===== src/rtl/vbank_pkg.sv =====
package vbank_pkg;

    // Field widths of one stored block; depth of a bank must be a power of two.
    localparam int VB_AW = 8;
    localparam int VB_DW = 8;
    localparam int VB_RW = 4;
    localparam int VB_VW = 2;
    localparam int VB_CW = 3;

    typedef enum logic [VB_CW-1:0] {
        OP_NOP    = 3'd0,
        OP_INSERT = 3'd1,
        OP_DRAIN  = 3'd2,
        OP_KILL   = 3'd3,
        OP_CLEAN  = 3'd4,
        OP_COMMIT = 3'd5,
        OP_WIPE   = 3'd6,
        OP_RSVD   = 3'd7
    } vb_op_e;

    typedef struct packed {
        logic             vld;
        logic [VB_AW-1:0] addr;
        logic             dirty;
        logic [VB_RW-1:0] rvs;
        logic [VB_DW-1:0] data;
    } vb_entry_t;

    // True for the commands whose status depends on an associative hit.
    function automatic logic needs_hit(input vb_op_e op);
        return (op == OP_KILL) || (op == OP_CLEAN);
    endfunction

endpackage


===== src/rtl/vbank_match.sv =====
module vbank_match #(
    parameter int DEPTH = 4,
    parameter int AW    = 8,
    localparam int IW   = $clog2(DEPTH)
) (
    input  logic [DEPTH-1:0]         vld,
    input  logic [DEPTH-1:0][AW-1:0] addrs,
    input  logic [AW-1:0]            key,
    output logic [DEPTH-1:0]         hits,
    output logic                     any,
    output logic [IW-1:0]            idx
);

    for (genvar g = 0; g < DEPTH; g++) begin : g_cmp
        assign hits[g] = vld[g] && (addrs[g] == key);
    end

    always_comb begin
        idx = '0;
        for (int i = 0; i < DEPTH; i++) begin
            if (hits[i]) idx = IW'(i);
        end
        any = |hits;
    end

endmodule


===== src/rtl/vbank_ptrs.sv =====
module vbank_ptrs #(
    parameter int DEPTH = 4,
    localparam int PW   = $clog2(DEPTH) + 1
) (
    input  logic          clk,
    input  logic          rst,
    input  logic          clr,
    input  logic          push,
    input  logic          pop,
    output logic [PW-1:0] hd,
    output logic [PW-1:0] tl,
    output logic [PW-1:0] count,
    output logic          empty,
    output logic          full
);

    always_ff @(posedge clk) begin
        if (rst || clr) begin
            hd <= '0;
            tl <= '0;
        end else begin
            if (push) tl <= tl + PW'(1);
            if (pop)  hd <= hd + PW'(1);
        end
    end

    assign count = tl - hd;
    assign empty = (count == '0);
    assign full  = (count == PW'(DEPTH));

    assert_count_bound_R4: assert property (@(posedge clk) disable iff (rst)
        count <= PW'(DEPTH));

    assert_no_push_when_full_R4: assert property (@(posedge clk) disable iff (rst)
        push |-> !full);

    assert_no_pop_when_empty_R6: assert property (@(posedge clk) disable iff (rst)
        pop |-> !empty);

endmodule


===== src/rtl/vbank_top.sv =====
module vbank_top
    import vbank_pkg::*;
#(
    parameter int DEPTH = 4,
    localparam int SW   = $clog2(DEPTH),
    localparam int PW   = SW + 1
) (
    input  logic             clk,
    input  logic             rst,
    input  logic [VB_CW-1:0] cmd,
    input  logic [VB_AW-1:0] cmd_addr,
    input  logic             wr_dirty,
    input  logic [VB_RW-1:0] wr_rvs,
    input  logic [VB_DW-1:0] wr_data,
    input  logic [VB_VW-1:0] new_version,
    output logic             cmd_ok,
    input  logic [VB_AW-1:0] look_addr,
    output logic             look_hit,
    output logic             look_dirty,
    output logic [VB_RW-1:0] look_rvs,
    output logic [VB_DW-1:0] look_data,
    output logic             head_valid,
    output logic [VB_AW-1:0] head_addr,
    output logic             head_dirty,
    output logic [VB_RW-1:0] head_rvs,
    output logic [VB_DW-1:0] head_data,
    output logic             bank_empty,
    output logic             bank_full,
    output logic             spec_flag,
    output logic [VB_VW-1:0] version
);

    vb_entry_t ent [DEPTH];

    logic [DEPTH-1:0]            vld_vec;
    logic [DEPTH-1:0][VB_AW-1:0] addr_vec;

    always_comb begin
        for (int i = 0; i < DEPTH; i++) begin
            vld_vec[i]  = ent[i].vld;
            addr_vec[i] = ent[i].addr;
        end
    end

    // Command-side associative match
    logic [DEPTH-1:0] c_hits;
    logic             c_any;
    logic [SW-1:0]    c_idx;

    vbank_match #(.DEPTH(DEPTH), .AW(VB_AW)) u_cmd_match (
        .vld   (vld_vec),
        .addrs (addr_vec),
        .key   (cmd_addr),
        .hits  (c_hits),
        .any   (c_any),
        .idx   (c_idx)
    );

    // Lookup-side associative match
    logic [DEPTH-1:0] l_hits;
    logic             l_any;
    logic [SW-1:0]    l_idx;

    vbank_match #(.DEPTH(DEPTH), .AW(VB_AW)) u_look_match (
        .vld   (vld_vec),
        .addrs (addr_vec),
        .key   (look_addr),
        .hits  (l_hits),
        .any   (l_any),
        .idx   (l_idx)
    );

    // Pointers
    vb_op_e        op;
    logic          do_push, do_pop, do_wipe;
    logic [PW-1:0] hd, tl, count;
    logic          empty, full;

    assign op      = vb_op_e'(cmd);
    assign do_push = (op == OP_INSERT) && !c_any && !full;
    assign do_pop  = (op == OP_DRAIN) && !empty;
    assign do_wipe = (op == OP_WIPE);

    vbank_ptrs #(.DEPTH(DEPTH)) u_ptrs (
        .clk   (clk),
        .rst   (rst),
        .clr   (do_wipe),
        .push  (do_push),
        .pop   (do_pop),
        .hd    (hd),
        .tl    (tl),
        .count (count),
        .empty (empty),
        .full  (full)
    );

    logic [SW-1:0] h_slot, t_slot;
    assign h_slot = hd[SW-1:0];
    assign t_slot = tl[SW-1:0];

    // Status of the command in flight
    always_comb begin
        unique case (op)
            OP_INSERT: cmd_ok = c_any || !full;
            OP_DRAIN:  cmd_ok = !empty && ent[h_slot].vld;
            default:   cmd_ok = needs_hit(op) ? c_any : 1'b1;
        endcase
    end

    // Entry storage and bank state
    logic             spec_q;
    logic [VB_VW-1:0] ver_q;

    always_ff @(posedge clk) begin
        if (rst) begin
            for (int i = 0; i < DEPTH; i++) ent[i] <= '0;
            spec_q <= 1'b0;
            ver_q  <= '0;
        end else begin
            unique case (op)
                OP_INSERT: begin
                    if (c_any) begin
                        ent[c_idx].dirty <= wr_dirty;
                        ent[c_idx].rvs   <= wr_rvs;
                        ent[c_idx].data  <= wr_data;
                    end else if (!full) begin
                        ent[t_slot] <= '{vld: 1'b1, addr: cmd_addr, dirty: wr_dirty,
                                         rvs: wr_rvs, data: wr_data};
                    end
                end
                OP_DRAIN: begin
                    if (!empty) ent[h_slot].vld <= 1'b0;
                end
                OP_KILL: begin
                    if (c_any) ent[c_idx].vld <= 1'b0;
                end
                OP_CLEAN: begin
                    if (c_any) ent[c_idx].dirty <= 1'b0;
                end
                OP_COMMIT: spec_q <= 1'b0;
                OP_WIPE: begin
                    for (int i = 0; i < DEPTH; i++) ent[i].vld <= 1'b0;
                    spec_q <= 1'b1;
                    ver_q  <= new_version;
                end
                default: ;
            endcase
        end
    end

    // Outputs
    assign look_hit   = l_any;
    assign look_dirty = l_any ? ent[l_idx].dirty : 1'b0;
    assign look_rvs   = l_any ? ent[l_idx].rvs   : '0;
    assign look_data  = l_any ? ent[l_idx].data  : '0;

    assign head_valid = !empty && ent[h_slot].vld;
    assign head_addr  = ent[h_slot].addr;
    assign head_dirty = ent[h_slot].dirty;
    assign head_rvs   = ent[h_slot].rvs;
    assign head_data  = ent[h_slot].data;

    assign bank_empty = empty;
    assign bank_full  = full;
    assign spec_flag  = spec_q;
    assign version    = ver_q;

    // Assertions
    assert_unique_cmd_key_R3: assert property (@(posedge clk) disable iff (rst)
        $onehot0(c_hits));

    assert_unique_look_key_R3: assert property (@(posedge clk) disable iff (rst)
        $onehot0(l_hits));

    assert_insert_refused_R4: assert property (@(posedge clk) disable iff (rst)
        (op == OP_INSERT && full && !c_any) |=> ($stable(tl) && $stable(hd) && $stable(vld_vec)));

    assert_drain_advances_R5: assert property (@(posedge clk) disable iff (rst)
        do_pop |=> (hd == $past(hd) + PW'(1)));

    assert_kill_keeps_order_R8: assert property (@(posedge clk) disable iff (rst)
        (op == OP_KILL) |=> ($stable(hd) && $stable(tl)));

    assert_commit_clears_R10: assert property (@(posedge clk) disable iff (rst)
        (op == OP_COMMIT) |=> !spec_flag);

    assert_wipe_empties_R11: assert property (@(posedge clk) disable iff (rst)
        do_wipe |=> (empty && (vld_vec == '0) && spec_flag));

endmodule


===== config.mk =====
export PLATFORM = sky130hd
export DESIGN_NAME = vbank_top
export DESIGN_NICKNAME = d
export VERILOG_FILES = /design/src/rtl/vbank_pkg.sv /design/src/rtl/vbank_match.sv /design/src/rtl/vbank_ptrs.sv /design/src/rtl/vbank_top.sv
export SDC_FILE = /design/constraint.sdc
export NUM_CORES = 1
export LEC_CHECK = 0
export BUFFER_PORTS_ARGS = -buffer_cell sky130_fd_sc_hd__buf_2
export CORE_ASPECT_RATIO = 0.7
export CORE_MARGIN = 8
export CORE_UTILIZATION = 60
export DETAILED_ROUTE_END_ITERATION = 10
export PLACE_DENSITY = 0.92
export SLEW_MARGIN = 20
export SYNTH_ARGS = -nofsm -noshare
export SYNTH_HDL_FRONTEND = slang
export SYNTH_SLANG_ARGS = --single-unit

===== constraint.sdc =====
create_clock -name clk -period 5.2 [get_ports clk]
set_clock_uncertainty 0.1 [all_clocks]
set_input_delay 0.78 -clock clk [delete_from_list [all_inputs] [get_ports clk]]
set_output_delay 0.78 -clock clk [all_outputs]
set_load 0.01 [all_outputs]

==> results.yml, run 1 <==
status:
  run_status: "completed"
layout:
  nets: 641
  syn_to_final_growth_pct: 12.48
  n_antenna_cell: 0
  layout-drive-gt1-share_pct: 25.08
  postLayoutCoreUtil_pct: 69.39
synth:
  synth.yosys.seq_area_share_pct: 47.92
  mappedNetlistArea_um2: 5974
  ys_seq_elements: 99
  synth_commonest_cells: "edfxtp_1, nor2_1, xnor2_1"
  synth_largest_type_area_fraction_pct: 44.23
  synth_xor_area_share_pct: 10.26
  synth.lib_cells_used.distinct: 60
  dominant_combinational_cell_family_by_area_after_synthesis: "simple AND/OR/NAND/NOR gates"
  synth_area_per_cell_um2: 11.02
  number_of_enable_type_register_cells_in_the_synthesized_netlist: 88
  post_synth_main_area_contributors: "edfxtp_1, xnor2_1, mux4_2"
  yosys_warnings: 0
  synth_compound_area_share_pct: 8.586
  yosysTopAreaCell: "edfxtp_1"
  synth_mux_area_share_pct: 8.984
  synth_fa_ha_area_share_pct: 0.8377
  synth-async-reset-ratio_pct: 0
  synthesis.nets: 582
  synth_most_common_cell: "edfxtp_1"
  post_synthesis_share_of_cell_area_spent_on_and_or_nand_and_nor_gates_pct: 19.50
  ys_dominant_reg_cell: "edfxtp_1"
  syn_inst: 542
detailed_routing:
  finalWirelength_um: 16280
  detailedRoute.firstIterationViolations: 617
  routedWlPerCell_um: 22.19
  route.detailed.drc: 0
  detail_route.first_pass.iterations: 7
  drtAntennaViolNets: 0
  detail_route.vias_per_cell: 6.518
  route.vias.total: 4784
setup_path:
  critPathMaxFanout: 17
  worstPathRequired_ns: 4.32
  worst_path_bufs_invs: 4
  slowest_stage_cell_cp: "a21oi_1"
  path_common_cell: "buf_2"
  crit_chain: "buf_2, xnor2_1, nand3_1, nor3_2, buf_4, inv_2, a21oi_1, nor2_1, o32ai_1, buf_2"
  r2r_cells: 7
  r2r_setup_slack_ns: 1.56
  setup.worst_path.end_class: "primary output"
  worstSetupPathType: "input port to primary output"
  slowest_delay_ns: 0.59
  worstReg2RegStart: "ent[2][13]$_SDFFCE_PN0P_"
  worst_setup_path_start_kind: "input port"
  path_delay_family: "compound AO/OA/AOI/OAI gates"
  timing.rr.end: "ent[0][11]$_SDFFCE_PN0P_"
  critPathArrivalTime_ns: 2.97
clock_network:
  cts_repair_resize_count: 0
  numClockSinks: 99
  postCtsSetupRepairBufs: 0
  numCtsBuffers: 9
  clock_tree.htree_level_count: 3
  cts_root_buf: "clkbuf_16"
  hold_buffers: 0
  clk_pin_slew_worst_paths_ns: 0.06
  cts_tree: "done"
  ctsLongestPathBuffers: 2
  clk-insertion-delay-late_ns: 0.34
timing:
  rsz0062_at_grt: "false"
  layout_min_cycle_time_ns: 3.855
  worst-slew-pin-transition_ns: 0.7811
  timing.final.ws_setup_ns: 1.345
  slew_headroom_pct: 47.93
  slew_viol_final: 0
  finalCritPeriodShare_pct: 74.13
  fin_tns_setup_ns: 0
  max_freq_ghz: 0.2594
  report.final.setup_viol: 0
  final-hold-violation-count: 0
flow_run:
  max_cap_viol_count: 0
power:
  vdd_drop_max_v: 0.0002332
  power.density_nw_per_um2: 273.8
  power.total_mw: 1.840
  leakagePower_nw: 2.464
die:
  dieArea_um2: 13460
  fp.dieH_um: 99.49
  ios: 78
  core_area_um2: 9684
  floorplan.initialDensity_pct: 61.69
  std_cell_rows: 30
  die_w_um: 135.3
grt:
  maximum_number_of_pins_on_one_net_before_global_route_repair: 25
  grt_pass1_vias: 4867
  grt_overflow: 0
  grt.total_usage_pct: 24.68
  number_of_antenna_violations_at_the_first_check_in_global_routing: 1
  grt_first_pass_wirelength_um: 25900
worst_hold_path:
  hold_class: "register to register"
  min_delay_worst_endpoint: "version[1]$_SDFFE_PP0P_"
  hold_depth: 2
  worst_hold_path_startpoint: "version[1]$_SDFFE_PP0P_"
placed_design:
  post-place-ws_ns: 1.199
  routabilityCongestion: 0.9268
  io_buffer_count: 77
  hpwlAfterDp_um: 12030
[metal layers]
layer | wire length (µm) | track usage, % | up-vias
li1 | - | - | 2057
met1 | 6099 | 31.52 | 2284
met2 | 7461 | 37.61 | 391
met3 | 2259 | 8.560 | 50
met4 | 450 | 10.03 | 2
met5 | 13 | 0 | -
[flip-flops by register name (all words and copies together), names as in the netlist, named ones only]
signal and cells:
u_ptrs.tl 3, u_ptrs.hd 3, spec_flag 1, version 2
ent 88
[where the power goes]
part           internal, mW  switching (mW)
clock                 0.429           0.299
combinational        0.0775           0.109
sequential            0.894          0.0305
[layout by cell type (no fill, tap or decap), types with 2 or more instances in the layout]
| cell | Yosys | routed |
|---|---|---|
| edfxtp_1 | 88 | 88 |
| nor2_1 | 82 | 82 |
| buf_2 | 3 | 77 |
| xnor2_1 | 68 | 68 |
| nand2_1 | 37 | 37 |
| and2_1 | 32 | 32 |
| a21oi_1 | 29 | 29 |
| mux4_2 | 22 | 22 |
| inv_1 | 12 | 12 |
| nand3_1 | 12 | 12 |
| dfxtp_1 | 11 | 11 |
| clkbuf_16 | 0 | 9 |
| nand4_1 | 8 | 8 |
| nand2b_1 | 8 | 8 |
| o21ai_1 | 8 | 8 |
| buf_4 | 10 | 7 |
| nor4_1 | 6 | 6 |
| nor3_2 | 4 | 5 |
| o32ai_1 | 5 | 5 |
| o31ai_1 | 5 | 5 |
| nor2b_1 | 4 | 4 |
| nor3_4 | 4 | 4 |
| nor3_1 | 5 | 4 |
| or2_1 | 4 | 4 |
| a211oi_1 | 4 | 4 |
| o21bai_1 | 4 | 4 |
| ha_1 | 4 | 4 |
| nand3_2 | 3 | 3 |
| o21ai_0 | 3 | 3 |
| mux2i_1 | 3 | 3 |
| inv_6 | 0 | 3 |
| a21o_1 | 2 | 2 |
| o211ai_1 | 2 | 2 |
| or2_2 | 2 | 2 |
| xor2_1 | 2 | 2 |
| bufinv_16 | 0 | 2 |
[worst max path at each step]
stage                                          end    startpoint  cells past startpoint  slack [ns]
final                                  look_rvs[2]  look_addr[5]                     10        1.35
after global routing                   look_rvs[2]  look_addr[5]                     10        1.24
after CTS                              look_rvs[2]  look_addr[5]                     10        1.40
after detailed placement  ent[0][11]$_SDFFCE_PN0P_   cmd_addr[0]                      8        1.20
after global placement     ent[2][0]$_SDFFCE_PN0P_   cmd_addr[0]                      8        1.42
after floorplan                       look_data[6]  look_addr[7]                      8        1.82
[kinds of logic after synthesis]
group           Yosys count
compound gates           75
xor+xnor                 70
fa+ha+maj                 4
buf+inv                  49
flops                    99
mux                      26
simple gates            219
[worst register-to-register path: cells and delay by family, from the launching register on]
family | cells | cell delay (ns)
DFF | 1 | 0.44
xor gates and xnor gates | 1 | 0.18
AOI/OAI and AO/OA | 1 | 0.72
and+or+nand+nor | 5 | 1.77
[per-stage QoR]
stage	hold WS, ns	cell area (µm²)	std cells
3_3_place_gp	0.3415	6392	718
3_5_place_dp	0.3526	6392	718
5_1_grt	0.3940	6720	734
6_report	0.3643	6720	734
4_1_cts	0.3675	6720	734
2_1_floorplan	0.3805	5974	542
[area by class of cell]
class,instances,area (µm²)
fillers,674,2964
flip-flops and latches,99,2863
well taps,128,160.2
clock buffers,9,225.2
multi-input cells,394,2883
repair buffers,84,437.9
inverters,13,48.80
clock inverters,7,102.6
(Power assumes the default switching activity.)
==> inputs of run 2 (changes only) <==
--- a/config.mk
+++ b/config.mk
@@ -8,9 +8,9 @@
 export BUFFER_PORTS_ARGS = -buffer_cell sky130_fd_sc_hd__buf_2
 export CORE_ASPECT_RATIO = 0.7
 export CORE_MARGIN = 8
-export CORE_UTILIZATION = 60
+export CORE_UTILIZATION = 59
 export DETAILED_ROUTE_END_ITERATION = 10
-export PLACE_DENSITY = 0.92
+export PLACE_DENSITY = 0.91
 export SLEW_MARGIN = 20
 export SYNTH_ARGS = -nofsm -noshare
 export SYNTH_HDL_FRONTEND = slang
==> constraint.sdc (replaced) <==
create_clock -name clk -period 3.9 [get_ports clk]
set_clock_uncertainty 0.1 [all_clocks]
set_input_delay 0.585 -clock clk [delete_from_list [all_inputs] [get_ports clk]]
set_output_delay 0.585 -clock clk [all_outputs]
set_load 0.01 [all_outputs]
==> results.yml, run 2 (same netlist as run 1, synthesis figures left out) <==
timing:
  report.final.setup_viol: 0
  worst-slew-pin-transition_ns: 0.7182
  finalCritPeriodShare_pct: 89.83
  fin_tns_setup_ns: 0
  final-hold-violation-count: 0
  slew_headroom_pct: 52.12
  slew_viol_final: 0
  layout_min_cycle_time_ns: 3.503
  rsz0062_at_grt: "false"
  timing.final.ws_setup_ns: 0.3966
  max_freq_ghz: 0.2854
clock_network:
  numCtsBuffers: 9
  cts_repair_resize_count: 0
  clk_pin_slew_worst_paths_ns: 0.07
  clk-insertion-delay-late_ns: 0.36
  clock_tree.htree_level_count: 3
  cts_root_buf: "clkbuf_16"
  ctsLongestPathBuffers: 2
  postCtsSetupRepairBufs: 0
  hold_buffers: 0
  cts_tree: "done"
  numClockSinks: 99
die:
  core_area_um2: 9759
  std_cell_rows: 30
  die_w_um: 136.3
  ios: 78
  fp.dieH_um: 100.2
  dieArea_um2: 13650
  floorplan.initialDensity_pct: 61.22
setup_path:
  slowest_stage_cell_cp: "nand2b_1"
  worstSetupPathType: "register to register"
  slowest_delay_ns: 0.64
  worstPathRequired_ns: 3.78
  crit_chain: "inv_1, ha_1, nor2b_1, xnor2_1, nand3_1, and3_1, a2bb2oi_2, nand3_2, nand2b_1"
  critPathArrivalTime_ns: 3.39
  setup.worst_path.end_class: "register"
  critPathMaxFanout: 13
  worst_setup_path_start_kind: "register"
detailed_routing:
  detail_route.vias_per_cell: 6.376
  routedWlPerCell_um: 21.92
  detail_route.first_pass.iterations: 5
  wl_met1_um: 6206
  route.detailed.drc: 0
  met3WireLength_um: 2335
  route.vias.total: 4712
  detailedRoute.firstIterationViolations: 540
  met2_length_um: 7327
  drtAntennaViolNets: 0
  top_layer: "met4"
  finalWirelength_um: 16200
layout:
  layout_commonest_cell: "edfxtp_1"
  nets: 646
  sequential_cell_area_um2: 2863
  multi_input_logic_area_um2: 2883
  postLayoutCoreUtil_pct: 68.79
  n_antenna_cell: 0
  biggestRegsByFlops: "ent (88), u_ptrs.hd (3), u_ptrs.tl (3)"
  layout_common_cells: "edfxtp_1, nor2_1, buf_2, xnor2_1, nand2_1"
  largest_register: "ent"
  fillCellCount: 678
  largest_register_ffs: 88
  finalNonFillerCells: 739
  layout-drive-gt1-share_pct: 25.37
  syn_to_final_growth_pct: 12.38
power:
  power.density_nw_per_um2: 348.1
  leakagePower_nw: 2.467
  power.total_mw: 2.337
  vdd_drop_max_v: 0.0002809
grt:
  grt_pass1_vias: 4571
  grt.total_usage_pct: 23.93
  grt_overflow: 0
  maximum_number_of_pins_on_one_net_before_global_route_repair: 24
  number_of_antenna_violations_at_the_first_check_in_global_routing: 0
  grt_first_pass_wirelength_um: 24670
worst_hold_path:
  hold_class: "register to register"
placed_design:
  placedCellCount: 723
  hpwlAfterDp_um: 12150
  io_buffer_count: 77
  post-place-ws_ns: 0.4037
  routabilityCongestion: 0.9770
status:
  run_status: "completed"
flow_run:
  max_cap_viol_count: 0
-- run 2: power by group --
part           internal (mW)  switching, mW  total, mW
registers               1.19         0.0405       1.23
clock network          0.445          0.412      0.857
logic                  0.104          0.143      0.247
-- run 2: area by class of cell --
cell class / count / share of cell area [%]
Clock inverter: 7 / 0.8759
Inverter: 13 / 0.7268
Multi-Input combinational cell: 394 / 42.94
Timing Repair Buffer: 89 / 7.082
Clock buffer: 9 / 3.354
Tap cell: 128 / 2.385
Sequential cell: 99 / 42.64
-- run 2: critical path: cells and delay by family, from the launching register on --
| family | cells | cell delay, ns |
|---|---|---|
| AND/OR/NAND/NOR | 5 | 1.67 |
| XOR/XNOR | 1 | 0.33 |
| adder cells (fa/ha/maj) | 1 | 0.19 |
| flip-flops | 1 | 0.44 |
| AO/OA/AOI/OAI | 1 | 0.29 |
| buffers and inverters | 1 | 0.11 |
-- run 2: layer usage --
metal | vias to the layer above | global-route usage (%)
li1 | 2071 | -
met1 | 2273 | 31.09
met2 | 333 | 36.52
met3 | 35 | 8.982
met4 | 0 | 7.149
met5 | - | 0
-- run 2: final timing paths --
| check | start | to | slack, ns | cells past startpoint |
|---|---|---|---|---|
| hold / removal | version[0]$_SDFFE_PP0P_ | version[0]$_SDFFE_PP0P_ | 0.36 | 2 |
| setup reg to reg | u_ptrs.tl[0]$_SDFFE_PP0P_ | ent[2][2]$_SDFFCE_PN0P_ | 0.40 | 9 |
| setup / recovery | u_ptrs.tl[0]$_SDFFE_PP0P_ | ent[2][2]$_SDFFCE_PN0P_ | 0.40 | 9 |
| hold reg to reg | version[0]$_SDFFE_PP0P_ | version[0]$_SDFFE_PP0P_ | 0.36 | 2 |
-- run 2: stage by stage --
step	hold WS, ns	instance area (µm²)
floorplan	0.3805	5974
global placement	0.3431	6430
detailed placement	0.3461	6430
CTS	0.3569	6714
global route	0.4024	6714
finish	0.3585	6714
==> inputs of run 3 (changes only) <==
==> constraint.sdc (replaced) <==
create_clock -name clk -period 3.55 [get_ports clk]
set_clock_uncertainty 0.1 [all_clocks]
set_input_delay 0.5325 -clock clk [delete_from_list [all_inputs] [get_ports clk]]
set_output_delay 0.5325 -clock clk [all_outputs]
set_load 0.1 [all_outputs]
==> results.yml, run 3 (same netlist as run 1, synthesis figures left out) <==
setup_path:
  crit_chain: "xnor2_1, nand4_1, nor3_2, or2_1, a21oi_1, mux2i_1, o21ai_2, buf_2"
  timing.rr.end: "ent[0][13]$_SDFFCE_PN0P_"
  worstReg2RegStart: "ent[2][14]$_SDFFCE_PN0P_"
  worst_path_bufs_invs: 1
  slowest_stage_cell_cp: "edfxtp_1"
  worst_setup_path_start_kind: "register"
  critical_path.endpoint: "look_data[0]"
  worstPathRequired_ns: 2.92
  setup.worst_path.end_class: "primary output"
  critPathArrivalTime_ns: 2.83
  worstSetupPathType: "register to primary output"
  cp-startpoint: "ent[3][16]$_SDFFCE_PN0P_"
  critPathMaxFanout: 6
  r2r_cells: 7
  worstSetupPathDepth: 8
  path_delay_family: "simple AND/OR/NAND/NOR gates"
  slowest_delay_ns: 0.49
  r2r_setup_slack_ns: 0.39
power:
  leakagePower_nw: 2.530
  vdd_drop_max_v: 0.0002161
  power.density_nw_per_um2: 381.0
  power.total_mw: 2.643
clock_network:
  cts_root_buf: "clkbuf_16"
  clk_pin_slew_worst_paths_ns: 0.06
  ctsLongestPathBuffers: 2
  numClockSinks: 99
  clock_tree.htree_level_count: 3
  clk-insertion-delay-late_ns: 0.35
  cts_tree: "done"
  numCtsBuffers: 9
  hold_buffers: 0
detailed_routing:
  route.detailed.drc: 0
  finalWirelength_um: 16400
  detailedRoute.firstIterationViolations: 725
  routedWlPerCell_um: 22.01
  drtAntennaViolNets: 0
  route.vias.total: 4784
  detail_route.vias_per_cell: 6.421
  detail_route.first_pass.iterations: 5
layout:
  nets: 652
  layout_commonest_cell: "edfxtp_1"
  n_antenna_cell: 0
  largest_register: "ent"
  sequential_cell_area_um2: 2863
  layout_common_cells: "edfxtp_1, nor2_1, buf_2, xnor2_1, nand2_1"
  multi_input_logic_area_um2: 2975
  largest_register_ffs: 88
  biggestRegsByFlops: "ent (88), u_ptrs.hd (3), u_ptrs.tl (3)"
  syn_to_final_growth_pct: 16.10
  fillCellCount: 630
  layout-drive-gt1-share_pct: 28.85
placed_design:
  routabilityCongestion: 0.9636
  hpwlAfterDp_um: 12260
  io_buffer_count: 77
  post-place-ws_ns: 0.2354
grt:
  grt_first_pass_wirelength_um: 25750
  grt_pass1_vias: 4707
  number_of_antenna_violations_at_the_first_check_in_global_routing: 0
  maximum_number_of_pins_on_one_net_before_global_route_repair: 24
  grt_overflow: 0
  grt.total_usage_pct: 24.61
timing:
  max_freq_ghz: 0.2888
  report.final.setup_viol: 0
  slew_viol_final: 0
  worst-slew-pin-transition_ns: 0.6527
  rsz0062_at_grt: "false"
  finalCritPeriodShare_pct: 97.54
  fin_tns_setup_ns: 0
  final-hold-violation-count: 0
  slew_headroom_pct: 56.15
  layout_min_cycle_time_ns: 3.463
  timing.final.ws_setup_ns: 0.08738
die:
  core_area_um2: 9759
  dieArea_um2: 13650
  std_cell_rows: 30
  floorplan.initialDensity_pct: 61.22
  fp.dieH_um: 100.2
  die_w_um: 136.3
  ios: 78
flow_run:
  max_cap_viol_count: 0
status:
  run_status: "completed"
worst_hold_path:
  hold_class: "input port to register"
run 3: cell count changes in the layout (fill, tap and decap cells not counted), sizes merged:
cell and change:
clkbuf +3, clkinvlp +3, clkinv -2, buf +6, inv -4
run 3: metal layers:
layer	vias up	share of wire (%)	routed length (µm)	GRT usage, %
met2	367	47	7659	38.33
li1	2070	-	-	-
met3	42	14	2227	6.238
met5	-	0	0	0
met1	2305	38	6184	32.92
met4	0	2.0	329	8.242
run 3: power breakdown:
part / internal [mW] / leakage [nW] / switching, mW
clock network: 0.474 / 0.119 / 0.402
logic: 0.119 / 1.41 / 0.293
registers: 1.31 / 1.00 / 0.0442
run 3: cell type report:
class	instances	share of cell area [%]
inverters	13	0.7035
flip-flops and latches	99	41.27
multi-input cells	394	42.89
well taps	128	2.309
clock inverters	4	0.3968
clock buffers	12	3.409
repair buffers	95	9.019
run 3: per-stage QoR:
stage	hold WS [ns]	std cells	util [%]	instance area (µm²)
after global routing	0.3608	745	71.08	6937
after global placement	0.3416	729	68.29	6665
after detailed placement	0.3509	729	68.29	6665
after floorplan	0.3993	542	-	6060
final	0.3435	745	71.08	6937
after CTS	0.3344	745	71.00	6929
run 3: worst min-delay path, delay by kind of cell:
family	cells	cell delay, ns
compound gates	1	0.05
buf+inv	1	0.09
simple gates	1	0.05
run 3: worst min-delay path by stage:
stage / from / endpoint / slack (ns) / cells after the start
floorplan: u_ptrs.tl[2]$_SDFFE_PP0P_ / u_ptrs.tl[2]$_SDFFE_PP0P_ / 0.40 / 2
global placement: version[1]$_SDFFE_PP0P_ / version[1]$_SDFFE_PP0P_ / 0.34 / 2
detailed placement: version[0]$_SDFFE_PP0P_ / version[0]$_SDFFE_PP0P_ / 0.35 / 2
CTS: new_version[0] / version[0]$_SDFFE_PP0P_ / 0.33 / 3
global route: new_version[0] / version[0]$_SDFFE_PP0P_ / 0.36 / 3
finish: new_version[0] / version[0]$_SDFFE_PP0P_ / 0.34 / 3
run 3: what timing repair did:
action                     4_1_cts  5_1_grt
setup endpoints to repair        0        5
setup buffers                    0        0
gates resized for setup          0        2
